## src/rtl/sb_pkg.sv

```systemverilog
// Package: shared types for the pending-write scoreboard.
// Assumes: nothing beyond standard SystemVerilog.
package sb_pkg;

    // Classification of one slot during a dependency lookup.
    typedef enum logic [1:0] {
        SB_HIT_NONE    = 2'd0,
        SB_HIT_PENDING = 2'd1,
        SB_HIT_FORWARD = 2'd2,
        SB_HIT_KILLED  = 2'd3
    } sb_hit_e;

    // Smallest slot count the scoreboard supports (index width >= 1).
    localparam int SB_MIN_ENTRIES = 2;

endpackage

```

## src/rtl/sb_first_free.sv

```systemverilog
// Module: sb_first_free
// Picks the lowest-numbered clear bit of an occupancy vector.
// Assumes: N >= 2. When no bit is clear, idx is 0 and any_free is low.
module sb_first_free #(
    parameter int N = 4,
    localparam int IDX_W = $clog2(N)
) (
    input  logic [N-1:0]     used,
    output logic [IDX_W-1:0] idx,
    output logic             any_free
);

    // Scan from the top so the lowest clear bit is written last.
    always_comb begin
        idx      = '0;
        any_free = 1'b0;
        for (int i = N - 1; i >= 0; i--) begin
            if (!used[i]) begin
                idx      = IDX_W'(i);
                any_free = 1'b1;
            end
        end
    end

endmodule

```

## src/rtl/sb_warp_table.sv

```systemverilog
// Module: sb_warp_table
// Slot storage for one warp: occupancy bits and recorded destination
// registers, with lowest-free allocation and release by register match.
// Assumes: the issue logic never records a register that is already
// pending in this warp, so at most one slot matches a writeback.
module sb_warp_table #(
    parameter int ENTRIES = 4,
    parameter int REG_W   = 6,
    localparam int IDX_W  = $clog2(ENTRIES)
) (
    input  logic                     clk,
    input  logic                     rst_n,
    input  logic                     alloc_en,
    input  logic [REG_W-1:0]         alloc_reg,
    input  logic                     free_en,
    input  logic [REG_W-1:0]         free_reg,
    output logic [ENTRIES-1:0]       valid,
    output logic [ENTRIES*REG_W-1:0] regs,
    output logic                     full,
    output logic [IDX_W-1:0]         alloc_idx,
    output logic                     free_hit,
    output logic [IDX_W-1:0]         free_idx
);

    logic               any_free;
    logic [ENTRIES-1:0] free_match;
    logic               alloc_ok;

    sb_first_free #(.N(ENTRIES)) u_pick (
        .used     (valid),
        .idx      (alloc_idx),
        .any_free (any_free)
    );

    assign full     = !any_free;
    assign alloc_ok = alloc_en && any_free;

    // Compare the written-back register with every occupied slot.
    always_comb begin
        for (int i = 0; i < ENTRIES; i++) begin
            free_match[i] = valid[i] && (regs[i*REG_W +: REG_W] == free_reg);
        end
    end

    // Encode the matching slot (lowest wins if the caller broke the rule).
    always_comb begin
        free_idx = '0;
        for (int i = ENTRIES - 1; i >= 0; i--) begin
            if (free_match[i]) begin
                free_idx = IDX_W'(i);
            end
        end
        free_hit = free_en && (|free_match);
    end

    // Update occupancy and recorded registers on allocate and release.
    always_ff @(posedge clk) begin
        if (!rst_n) begin
            valid <= '0;
            regs  <= '0;
        end else begin
            if (free_hit) begin
                valid[free_idx] <= 1'b0;
            end
            if (alloc_ok) begin
                valid[alloc_idx]                 <= 1'b1;
                regs[alloc_idx*REG_W +: REG_W]   <= alloc_reg;
            end
        end
    end

    // Mask of slots below the chosen one, for the lowest-free check.
    logic [ENTRIES-1:0] below_mask;
    assign below_mask = ({{(ENTRIES-1){1'b0}}, 1'b1} << alloc_idx) - 1'b1;

    AST_ALLOC_LOWEST: assert property (@(posedge clk) disable iff (!rst_n)
        alloc_ok |-> (!valid[alloc_idx] && ((valid & below_mask) == below_mask)));

    AST_ALLOC_TAKES: assert property (@(posedge clk) disable iff (!rst_n)
        alloc_ok |=> (valid[$past(alloc_idx)] &&
                      regs[$past(alloc_idx)*REG_W +: REG_W] == $past(alloc_reg)));

    AST_FULL_REFUSES: assert property (@(posedge clk) disable iff (!rst_n)
        (alloc_en && full && !free_hit) |=> $stable(valid));

    AST_RELEASE_CLEARS: assert property (@(posedge clk) disable iff (!rst_n)
        free_hit |=> !valid[$past(free_idx)]);

    AST_MISS_KEEPS: assert property (@(posedge clk) disable iff (!rst_n)
        (!free_hit && !alloc_en) |=> $stable(valid));

endmodule

```

## src/rtl/sb_dep_match.sv

```systemverilog
// Module: sb_dep_match
// Builds the dependency mask of one instruction against one warp's
// slots, hiding a slot released this cycle and exposing a slot
// allocated this cycle.
// Assumes: fwd_idx names a slot that is free in the current state.
module sb_dep_match #(
    parameter int ENTRIES = 4,
    parameter int REG_W   = 6,
    parameter int NUM_SRC = 3,
    localparam int IDX_W  = $clog2(ENTRIES)
) (
    input  logic [ENTRIES-1:0]       valid,
    input  logic [ENTRIES*REG_W-1:0] regs,
    input  logic [NUM_SRC*REG_W-1:0] src,
    input  logic [NUM_SRC-1:0]       src_en,
    input  logic                     dst_en,
    input  logic [REG_W-1:0]         dst,
    input  logic                     kill_en,
    input  logic [IDX_W-1:0]         kill_idx,
    input  logic                     fwd_en,
    input  logic [IDX_W-1:0]         fwd_idx,
    input  logic [REG_W-1:0]         fwd_reg,
    output logic [ENTRIES-1:0]       dep
);
    import sb_pkg::*;

    sb_hit_e            cls [ENTRIES];
    logic               fwd_reg_used;

    // Does the register being allocated appear among the operands.
    always_comb begin
        fwd_reg_used = dst_en && (dst == fwd_reg);
        for (int k = 0; k < NUM_SRC; k++) begin
            if (src_en[k] && (src[k*REG_W +: REG_W] == fwd_reg)) begin
                fwd_reg_used = 1'b1;
            end
        end
    end

    // Classify each slot and derive its dependency bit.
    generate
        for (genvar i = 0; i < ENTRIES; i++) begin : g_slot
            logic [REG_W-1:0] slot_reg;
            logic             op_match;
            assign slot_reg = regs[i*REG_W +: REG_W];

            // Compare the slot register with every enabled operand.
            always_comb begin
                op_match = dst_en && (dst == slot_reg);
                for (int k = 0; k < NUM_SRC; k++) begin
                    if (src_en[k] && (src[k*REG_W +: REG_W] == slot_reg)) begin
                        op_match = 1'b1;
                    end
                end
            end

            // Priority: same-cycle release, then same-cycle allocation, then state.
            always_comb begin
                if (kill_en && (kill_idx == IDX_W'(i))) begin
                    cls[i] = SB_HIT_KILLED;
                end else if (fwd_en && (fwd_idx == IDX_W'(i)) && fwd_reg_used) begin
                    cls[i] = SB_HIT_FORWARD;
                end else if (valid[i] && op_match) begin
                    cls[i] = SB_HIT_PENDING;
                end else begin
                    cls[i] = SB_HIT_NONE;
                end
            end

            assign dep[i] = (cls[i] == SB_HIT_PENDING) || (cls[i] == SB_HIT_FORWARD);
        end
    endgenerate

endmodule

```

## src/rtl/pending_reg_scoreboard.sv

```systemverilog
// Module: pending_reg_scoreboard
// Top of the per-warp pending-write scoreboard: one slot table per warp,
// a lookup port producing a per-slot dependency mask, an allocate port
// used at issue, a writeback port that releases a slot and broadcasts it,
// and per-warp full flags.
// Assumes: a register is never allocated twice in a warp while pending;
// the issue logic honours warp_full for instructions with a destination.
module pending_reg_scoreboard #(
    parameter int NUM_WARPS = 4,
    parameter int ENTRIES   = 4,
    parameter int REG_W     = 6,
    parameter int NUM_SRC   = 3,
    localparam int WARP_W   = $clog2(NUM_WARPS),
    localparam int IDX_W    = $clog2(ENTRIES)
) (
    input  logic                     clk,
    input  logic                     rst_n,
    input  logic                     lk_valid,
    input  logic [WARP_W-1:0]        lk_warp,
    input  logic [NUM_SRC*REG_W-1:0] lk_src,
    input  logic [NUM_SRC-1:0]       lk_src_en,
    input  logic                     lk_dst_en,
    input  logic [REG_W-1:0]         lk_dst,
    output logic [ENTRIES-1:0]       lk_dep,
    input  logic                     al_valid,
    input  logic [WARP_W-1:0]        al_warp,
    input  logic [REG_W-1:0]         al_reg,
    output logic                     al_grant,
    output logic [IDX_W-1:0]         al_entry,
    input  logic                     wb_valid,
    input  logic [WARP_W-1:0]        wb_warp,
    input  logic [REG_W-1:0]         wb_reg,
    output logic                     clr_valid,
    output logic [WARP_W-1:0]        clr_warp,
    output logic [IDX_W-1:0]         clr_entry,
    output logic [NUM_WARPS-1:0]     warp_full
);

    logic [ENTRIES-1:0]       valid_w [NUM_WARPS];
    logic [ENTRIES*REG_W-1:0] regs_w  [NUM_WARPS];
    logic [IDX_W-1:0]         aidx_w  [NUM_WARPS];
    logic [IDX_W-1:0]         fidx_w  [NUM_WARPS];
    logic [NUM_WARPS-1:0]     fhit_w;
    logic [ENTRIES-1:0]       dep_raw;

    // One slot table per warp, addressed by decoded warp number.
    generate
        for (genvar w = 0; w < NUM_WARPS; w++) begin : g_warp
            sb_warp_table #(.ENTRIES(ENTRIES), .REG_W(REG_W)) u_table (
                .clk       (clk),
                .rst_n     (rst_n),
                .alloc_en  (al_valid && (al_warp == WARP_W'(w))),
                .alloc_reg (al_reg),
                .free_en   (wb_valid && (wb_warp == WARP_W'(w))),
                .free_reg  (wb_reg),
                .valid     (valid_w[w]),
                .regs      (regs_w[w]),
                .full      (warp_full[w]),
                .alloc_idx (aidx_w[w]),
                .free_hit  (fhit_w[w]),
                .free_idx  (fidx_w[w])
            );
        end
    endgenerate

    // Allocate port result for the addressed warp.
    always_comb begin
        al_grant = al_valid && !warp_full[al_warp];
        al_entry = aidx_w[al_warp];
    end

    // Release broadcast for the addressed warp.
    always_comb begin
        clr_valid = wb_valid && fhit_w[wb_warp];
        clr_warp  = wb_warp;
        clr_entry = fidx_w[wb_warp];
    end

    sb_dep_match #(.ENTRIES(ENTRIES), .REG_W(REG_W), .NUM_SRC(NUM_SRC)) u_match (
        .valid    (valid_w[lk_warp]),
        .regs     (regs_w[lk_warp]),
        .src      (lk_src),
        .src_en   (lk_src_en),
        .dst_en   (lk_dst_en),
        .dst      (lk_dst),
        .kill_en  (clr_valid && (wb_warp == lk_warp)),
        .kill_idx (clr_entry),
        .fwd_en   (al_grant && (al_warp == lk_warp)),
        .fwd_idx  (al_entry),
        .fwd_reg  (al_reg),
        .dep      (dep_raw)
    );

    // Mask is only meaningful while a lookup is requested.
    assign lk_dep = lk_valid ? dep_raw : '0;

    AST_IDLE_QUIET: assert property (@(posedge clk) disable iff (!rst_n)
        !lk_valid |-> (lk_dep == '0));

    AST_RELEASE_HIDDEN: assert property (@(posedge clk) disable iff (!rst_n)
        (lk_valid && clr_valid && (clr_warp == lk_warp)) |-> !lk_dep[clr_entry]);

    AST_ALLOC_VISIBLE: assert property (@(posedge clk) disable iff (!rst_n)
        (lk_valid && al_grant && (al_warp == lk_warp) && lk_dst_en && (lk_dst == al_reg))
        |-> lk_dep[al_entry]);

    AST_FULL_NO_GRANT: assert property (@(posedge clk) disable iff (!rst_n)
        warp_full[al_warp] |-> !al_grant);

    AST_OTHER_WARP_FULL: assert property (@(posedge clk) disable iff (!rst_n)
        (!al_valid && !wb_valid) |=> $stable(warp_full));

endmodule

```

## config.mk

```make
export PLATFORM = sky130hd
export DESIGN_NAME = pending_reg_scoreboard
export DESIGN_NICKNAME = d
export VERILOG_FILES = /design/src/rtl/sb_pkg.sv /design/src/rtl/sb_first_free.sv /design/src/rtl/sb_warp_table.sv /design/src/rtl/sb_dep_match.sv /design/src/rtl/pending_reg_scoreboard.sv
export SDC_FILE = /design/constraint.sdc
export NUM_CORES = 1
export LEC_CHECK = 0
export ABC_AREA = 1
export ABC_CLOCK_PERIOD_IN_PS = 3650
export BUFFER_PORTS_ARGS = -buffer_cell sky130_fd_sc_hd__buf_2
export CAP_MARGIN = 20
export CORE_ASPECT_RATIO = 0.8
export CORE_MARGIN = 5
export CORE_UTILIZATION = 60
export DETAILED_ROUTE_END_ITERATION = 16
export GPL_TIMING_DRIVEN = 0
export PLACE_DENSITY_LB_ADDON = 0.15
export SLEW_MARGIN = 20
export SYNTH_ARGS = -nofsm -noshare
export SYNTH_HDL_FRONTEND = slang
export SYNTH_HIERARCHICAL = 1
export SYNTH_SLANG_ARGS = --single-unit
```

## constraint.sdc

```tcl
create_clock -name clk -period 3.65 [get_ports clk]
set_clock_uncertainty 0.1 [all_clocks]
set_input_delay 0 -clock clk [delete_from_list [all_inputs] [get_ports clk]]
set_output_delay 0 -clock clk [all_outputs]
set_load 0.03 [all_outputs]
```

Word-level counts from Yosys, hierarchy flattened
Index checks and enable logic that the tools add are counted.

Bits in registers: 112. Logic and storage cells: 339. Input bits: 51. Output and inout port bits: 16.

Magnitude comparators: 21. Reduce and logical (&&, ||, !) cells: 97. Bitwise logic cells: 15. Equality and inequality tests: 58. Add/subtract/negate cells: 4. Shift-type cells: 8. Multiplexer cells: 124. $mul: 4.

Operators by type and width (count): == test 6 bit (36); negation 5 -> 34 bit (4); variable shift 6 x 34 -> 24 bit, first input constant (4); indexed part select 6 x 34 -> 24 bit (4); bitwise mux 24 bit (4); two-way mux 2 bit (44); logical AND 1 bit (80); two-way mux 4 bit (15); binary-select mux 24 bit (select 2 bit) (1); two-way mux 24 bit (2); two-way mux 1 bit (45); less-than comparator 2 x 3 -> 1 bit, second input constant (10); == test 2 bit, second input constant (12); AND 4 bit (4); demux 1 bit (select 2 bit) (8); == test 2 x 1 -> 1 bit, second input constant (8); >= comparator 2 x 1 -> 1 bit, second input constant (8); multiplier 2 x 2 -> 4 bit, second input constant (4); inverter 4 bit (4); OR 4 bit (4); OR reduction 4 bit (4); >= comparator 3 bit, second input constant (3); inverter 2 -> 3 bit (3); binary-select mux 2 bit (select 2 bit) (2); 6 further kinds (18).

Depth between registers and ports, before layout
Word-level depth: 17. Depth in mapped cells: 21. Gate-level depth less buffers: 21.

Modules after synthesis
The synthesis kept the hierarchy.

By module, submodules not included: sb_warp_table (g_warp[0].u_table ...) (seq. area each 560.5 um^2, instances 3, cells each 321, area each 1935.6 um^2); sb_dep_match (seq. area each 0.0 um^2, instances 1, cells each 524, area each 2129.5 um^2); sb_warp_table (g_warp[3].u_table) (seq. area each 560.5 um^2, instances 1, cells each 332, area each 1999.4 um^2); pending_reg_scoreboard (seq. area each 0.0 um^2, instances 1, cells each 249, area each 1326.3 um^2); sb_first_free (seq. area each 0.0 um^2, instances 4, cells each 9, area each 36.3 um^2).

Worst setup path after synthesis
OpenSTA, ideal clock, no wires.

Path type: register -> register. Start point: register g_warp[3].u_table.valid[2]. End point: register g_warp[3].u_table.regs[15]. Data arrival time: 2.233 ns. Library setup time: 0.068 ns. Buffers on the path: 1. Path slack: 1.250 ns. Period minus slack after synthesis: 2.400 ns. Cell stages (with the launch flop): 12. Required time: 3.482 ns. Cell sequence: dfxtp_1 nand2_1 a21oi_1 buf_6 inv_2 ha_1 nor2_2 nor2_4 inv_2 o21ai_1 or2_1 a21oi_2.

RTL lines: start: declaration (line sb_warp_table.sv:17) `output logic [ENTRIES-1:0] valid,`; start signal: assignment (line sb_warp_table.sv:59) `valid <= '0;`; start signal: indexed assignment (line sb_warp_table.sv:63) `valid[free_idx] <= 1'b0;`; start signal: indexed assignment (line sb_warp_table.sv:66) `valid[alloc_idx] <= 1'b1;`; end signal: indexed assignment (line sb_warp_table.sv:67) `regs[alloc_idx*REG_W +: REG_W] <= alloc_reg;`; end: declaration (line sb_warp_table.sv:18) `output logic [ENTRIES*REG_W-1:0] regs,`.

Final worst setup path
Start point: register g_warp[2].u_table.regs[22]. End point: output port lk_dep[3].

Cells in the longest elaborated chain, start to end: 15. Elaborated cells between the ends (all ways): 39.

RTL lines: start: declaration (line sb_warp_table.sv:18); start signal: indexed assignment (line sb_warp_table.sv:67); == test 6 bit / binary-select mux 24 bit (select 2 bit) (equally long branches) (line sb_warp_table.sv:41, pending_reg_scoreboard.sv:81); logical AND 1 bit / two-way mux 24 bit (equally long branches) (line sb_warp_table.sv:41, pending_reg_scoreboard.sv:81); two-way mux 2 bit / two-way mux 24 bit (equally long branches) (line sb_warp_table.sv:49, pending_reg_scoreboard.sv:81); two-way mux 2 bit, or another cell as far along (2 in series) (line sb_warp_table.sv:49) `if (free_match[i]) begin`; two-way mux 2 bit / two-way mux 1 bit (equally long branches) (line sb_warp_table.sv:49, sb_dep_match.sv:51); binary-select mux 2 bit (select 2 bit) / two-way mux 1 bit (equally long branches) (line pending_reg_scoreboard.sv:76, sb_dep_match.sv:51); two-way mux 2 bit (implied by the code) / two-way mux 1 bit (equally long branches) (line pending_reg_scoreboard.sv:76, sb_dep_match.sv:51); two-way mux 2 bit (implied by the code) / logical AND 1 bit (equally long branches) (line pending_reg_scoreboard.sv:76, sb_dep_match.sv:63); == test 2 bit / two-way mux 1 bit (equally long branches) (line sb_dep_match.sv:59, sb_dep_match.sv:63); logical AND 1 bit / two-way mux 2 bit (equally long branches) (line sb_dep_match.sv:59, sb_dep_match.sv:61); two-way mux 2 bit * (line sb_dep_match.sv:59) `if (kill_en && (kill_idx == IDX_W'(i))) begin`; == test 2 x 1 -> 1 bit / == test 2 bit (equally long branches) (line sb_dep_match.sv:70) `assign dep[i] = (cls[i] == SB_HIT_PENDING) || (cls[i] == SB_HIT_FORWARD);`; logical OR 1 bit * (line sb_dep_match.sv:70); via dep_raw[3] (line pending_reg_scoreboard.sv:44) `logic [ENTRIES-1:0] dep_raw;`; two-way mux 4 bit * (line pending_reg_scoreboard.sv:95) `assign lk_dep = lk_valid ? dep_raw : '0;`; end: declaration (line pending_reg_scoreboard.sv:24) `output logic [ENTRIES-1:0] lk_dep,`.

The timed path passes the listed nets; every way through them passes the cells marked *. The select of a mux whose other input is x is not followed.

==> flow_summary_export.csv <==
group,metric,value,unit
run_status,status,"finished with violations",
run_status,violations,"setup timing",
grt,grt_pass1_vias,12252,
power_and_ir_drop,cellLeakagePower,5.62,nW
placed_design,placed_cells_incl_taps,2420,
timing,tightestPinTransition,1080,ps
worst_setup_path,r2r_start,"g_warp[3].u_table/valid[2]",
worst_setup_path,cp_slowest_cell,"o22ai_1",
clocking,numCtsBuffers,9,
timing,finalHoldWorstSlack,89.3,ps
worst_setup_path,worstPathRequired,3550,ps
clocking,clkTransAtPathRegs,100,ps
clocking,clockBufferDepth,2,
yosys,seq_area_frac_synth,0.197,
timing,hold_violations,0,
timing,fmax,0.272,GHz
die,rows,45,
die,io_pins,67,
die,die_w,164,microns
worst_setup_path,crit_arrival,3570,ps
grt,antenna_found_initial,0,
timing,setup_viol,1,
yosys,ys_types,44,
timing,min_period,3670,ps
route,wirelength,45000,microns
die,core,18900,sq um
clocking,root_buffer,"clkbuf_16",
clocking,cts_tree,"built",
final_layout,stdcell_count,2437,
route,drt-initial-drc-count,1914,
yosys,synth-edff-count,0,
power_and_ir_drop,vdd_ir_drop_max,0.212,mV
route,drc,0,
route,avgViaCountPerCell,5.76,
yosys,syn_inst,2104,
final_layout,num-fill-cells,1868,
grt,track_usage,0.397,
grt,grt_pass1_wl,67800,microns
timing,rsz0062_at_grt,"no",
worst_setup_path,cp_cell_sequence,"o21ai_0 -> o22ai_1 -> inv_1 -> nand2_1 -> o21ai_0 -> nor2_1 -> nand2_1 -> nor2_1 -> nor2_1 -> nand2_1 -> nand2_1 -> a21oi_2 -> nand2_1 -> inv_1 -> buf_2",
clocking,ctsHtreeMaxLevel,3,
clocking,post_cts_buffers,0,
route,postRouteAntennaNets,0,
worst_setup_path,worst_r2r_endpoint,"g_warp[3].u_table/regs[22]",
route,wl_per_cell,18.5,microns
power_and_ir_drop,powerDensity,254,nW/um^2
yosys,syn_nets,2187,
flow_run,drv_cap,0,
timing,layout_setup_ws,-20.3,ps
worst_setup_path,critical_path_class,"reg2out",
worst_setup_path,rrSetupSlack,470,ps
worst_setup_path,r2r_cells,11,
final_layout,syn_to_final_growth,8.00,%
final_layout,drive_gt1_frac,0.114,
final_layout,fin_nets,2257,
final_layout,n_antenna_cell,0,
clocking,clock_sinks,112,
route,num_vias,14025,
yosys,synthFlopType,"dfxtp_1",
die,die_area,21900,sq um
worst_setup_path,crit_path_start_kind,"flop",
die,die_h,133,microns
die,start_util,0.605,
timing,slew_viol_final,0,
worst_setup_path,slowest_delay,840,ps
timing,post-route-period-util,1.01,
worst_setup_path,crit_end,"lk_dep[3]",
yosys,syn_area_per_cell,5.42,sq um
placed_design,place_hpwl,35000,microns
route,dr.pass1.iters,6,
grt,grt_max_degree,24,
yosys,synth_warnings,6,
worst_setup_path,crit_top_cell,"nand2_1",
worst_setup_path,startpoint,"g_warp[2].u_table/regs[22]",
worst_setup_path,cp-end-kind,"primary output",
placed_design,port_buffers,58,
timing,relSlewSlack,0.279,
placed_design,gp_congestion,1.06,
worst_setup_path,crit_fanout,7,
yosys,syn_area,11400,sq um
min_path,hold_class,"in2reg",
yosys,synthArstFlopShare,0,
yosys,synth_seq_cells,112,
grt,overflow,0,
clocking,insertion_delay,370,ps
==> how the worst min path moves through the flow <==
stage	from	endpoint	slack, ps	depth (start not counted)
after floorplan	rst_n	g_warp[3].u_table/regs[19]	-2	2
after global placement	wb_warp[0]	clr_warp[0]	150	2
after detailed placement	wb_warp[1]	clr_warp[1]	150	2
after CTS	wb_warp[0]	g_warp[0].u_table/valid[1]	80	5
after global routing	al_warp[0]	g_warp[0].u_table/valid[3]	150	6
final	wb_warp[0]	g_warp[0].u_table/valid[1]	90	5
==> metrics by stage <==
step           instance area [sq um]  power, W  worst slack (ps)  setup TNS [ps]   util
2_1_floorplan                  11400   0.00184              1250               0      -
3_3_place_gp                   12000   0.00211               508               0  0.637
3_5_place_dp                   12000   0.00213               524               0  0.637
4_1_cts                        12300   0.00310               284               0  0.653
5_1_grt                        12300   0.00326               159               0  0.653
6_report                       12300   0.00314             -20.3           -20.3  0.653
==> layout by cell type, fill, tap and decap left out, drive strengths merged, types with 3 or more instances in the layout <==
master,n
a31oi,13
clkbuf,26
xor2,3
o22ai,29
nand2,817
clkinv,10
nor4,4
o21bai,4
a21oi,137
inv,297
o21ai,149
buf,90
ha,32
nand3,84
a22oi,8
and2,7
dfxtp,112
a21boi,11
xnor2,29
o32ai,8
nor2,267
nor3,24
nand4,10
==> area by class of cell <==
class / instances / area (sq um) / share of cell area
Tap cell: 258 / 323 / 0.0262
Inverter: 303 / 1140 / 0.0923
Buffer: 48 / 275 / 0.0223
Timing Repair Buffer: 59 / 300 / 0.0244
Sequential cell: 112 / 2240 / 0.182
Multi-Input combinational cell: 1641 / 7750 / 0.629
Clock inverter: 6 / 60.1 / 0.00488
Clock buffer: 10 / 229 / 0.0186
==> layer usage <==
metal | part of all wire | GRT usage | vias up
li1 | - | - | 6728
met1 | 0.40 | 0.544 | 6242
met2 | 0.42 | 0.595 | 914
met3 | 0.14 | 0.112 | 141
met4 | 0.040 | 0.145 | 0
met5 | 0 | 0 | -
==> logic make-up after synthesis <==
logic type | share of synthesized area
compound gates | 0.183
xor+xnor | 0.0252
fa+ha+maj | 0.0351
buf+inv | 0.124
flops | 0.197
mux | 0.000878
simple gates | 0.435
==> critical path, delay by kind of cell (launching register included) <==
family | cells | cell delay [ps]
DFF | 1 | 470
AOI/OAI and AO/OA | 4 | 1230
buffers and inverters | 3 | 430
and+or+nand+nor | 8 | 1050
==> state kept, by name (all words and copies together), names as in the netlist <==
register	count
g_warp.u_table/regs	96
g_warp.u_table/valid	16
==> power by group <==
| part | internal (W) | switching (W) |
|---|---|---|
| clock | 0.000481 | 0.000517 |
| combinational | 0.000254 | 0.000627 |
| sequential | 0.00123 | 0.0000218 |
| total | 0.00197 | 0.00117 |
==> Yosys cell counts, types with 4 or more instances <==
cell type / number / area (sq um)
nor3_2: 7 / 70.1
clkinv_1: 9 / 33.8
dfxtp_1: 112 / 2240
and2_1: 7 / 43.8
nor2_1: 237 / 890
o22ai_1: 9 / 56.3
o32ai_1: 8 / 70.1
ha_1: 32 / 400
o22ai_2: 20 / 250
nand4_1: 10 / 62.6
nor3_1: 16 / 80.1
nor2_4: 4 / 45.0
buf_4: 9 / 67.6
a21oi_2: 7 / 61.3
a22oi_1: 8 / 60.1
a21oi_1: 130 / 651
xnor2_1: 28 / 245
nor4_2: 4 / 50.1
nand2_1: 812 / 3050
a31oi_1: 13 / 81.3
buf_2: 17 / 85.1
clkbuf_1: 14 / 52.6
o21bai_1: 4 / 30.0
a21boi_1: 10 / 75.1
buf_6: 5 / 56.3
nor2_2: 26 / 163
o21ai_1: 55 / 275
inv_1: 228 / 856
nand3_1: 84 / 420
o21ai_0: 93 / 465
inv_2: 66 / 248
==> timing repair <==
item,in CTS,in global routing
hold buffers,1,0
gates resized for setup,0,0
endpoints found under the hold margin,4,0
(Power assumes the default switching activity.)
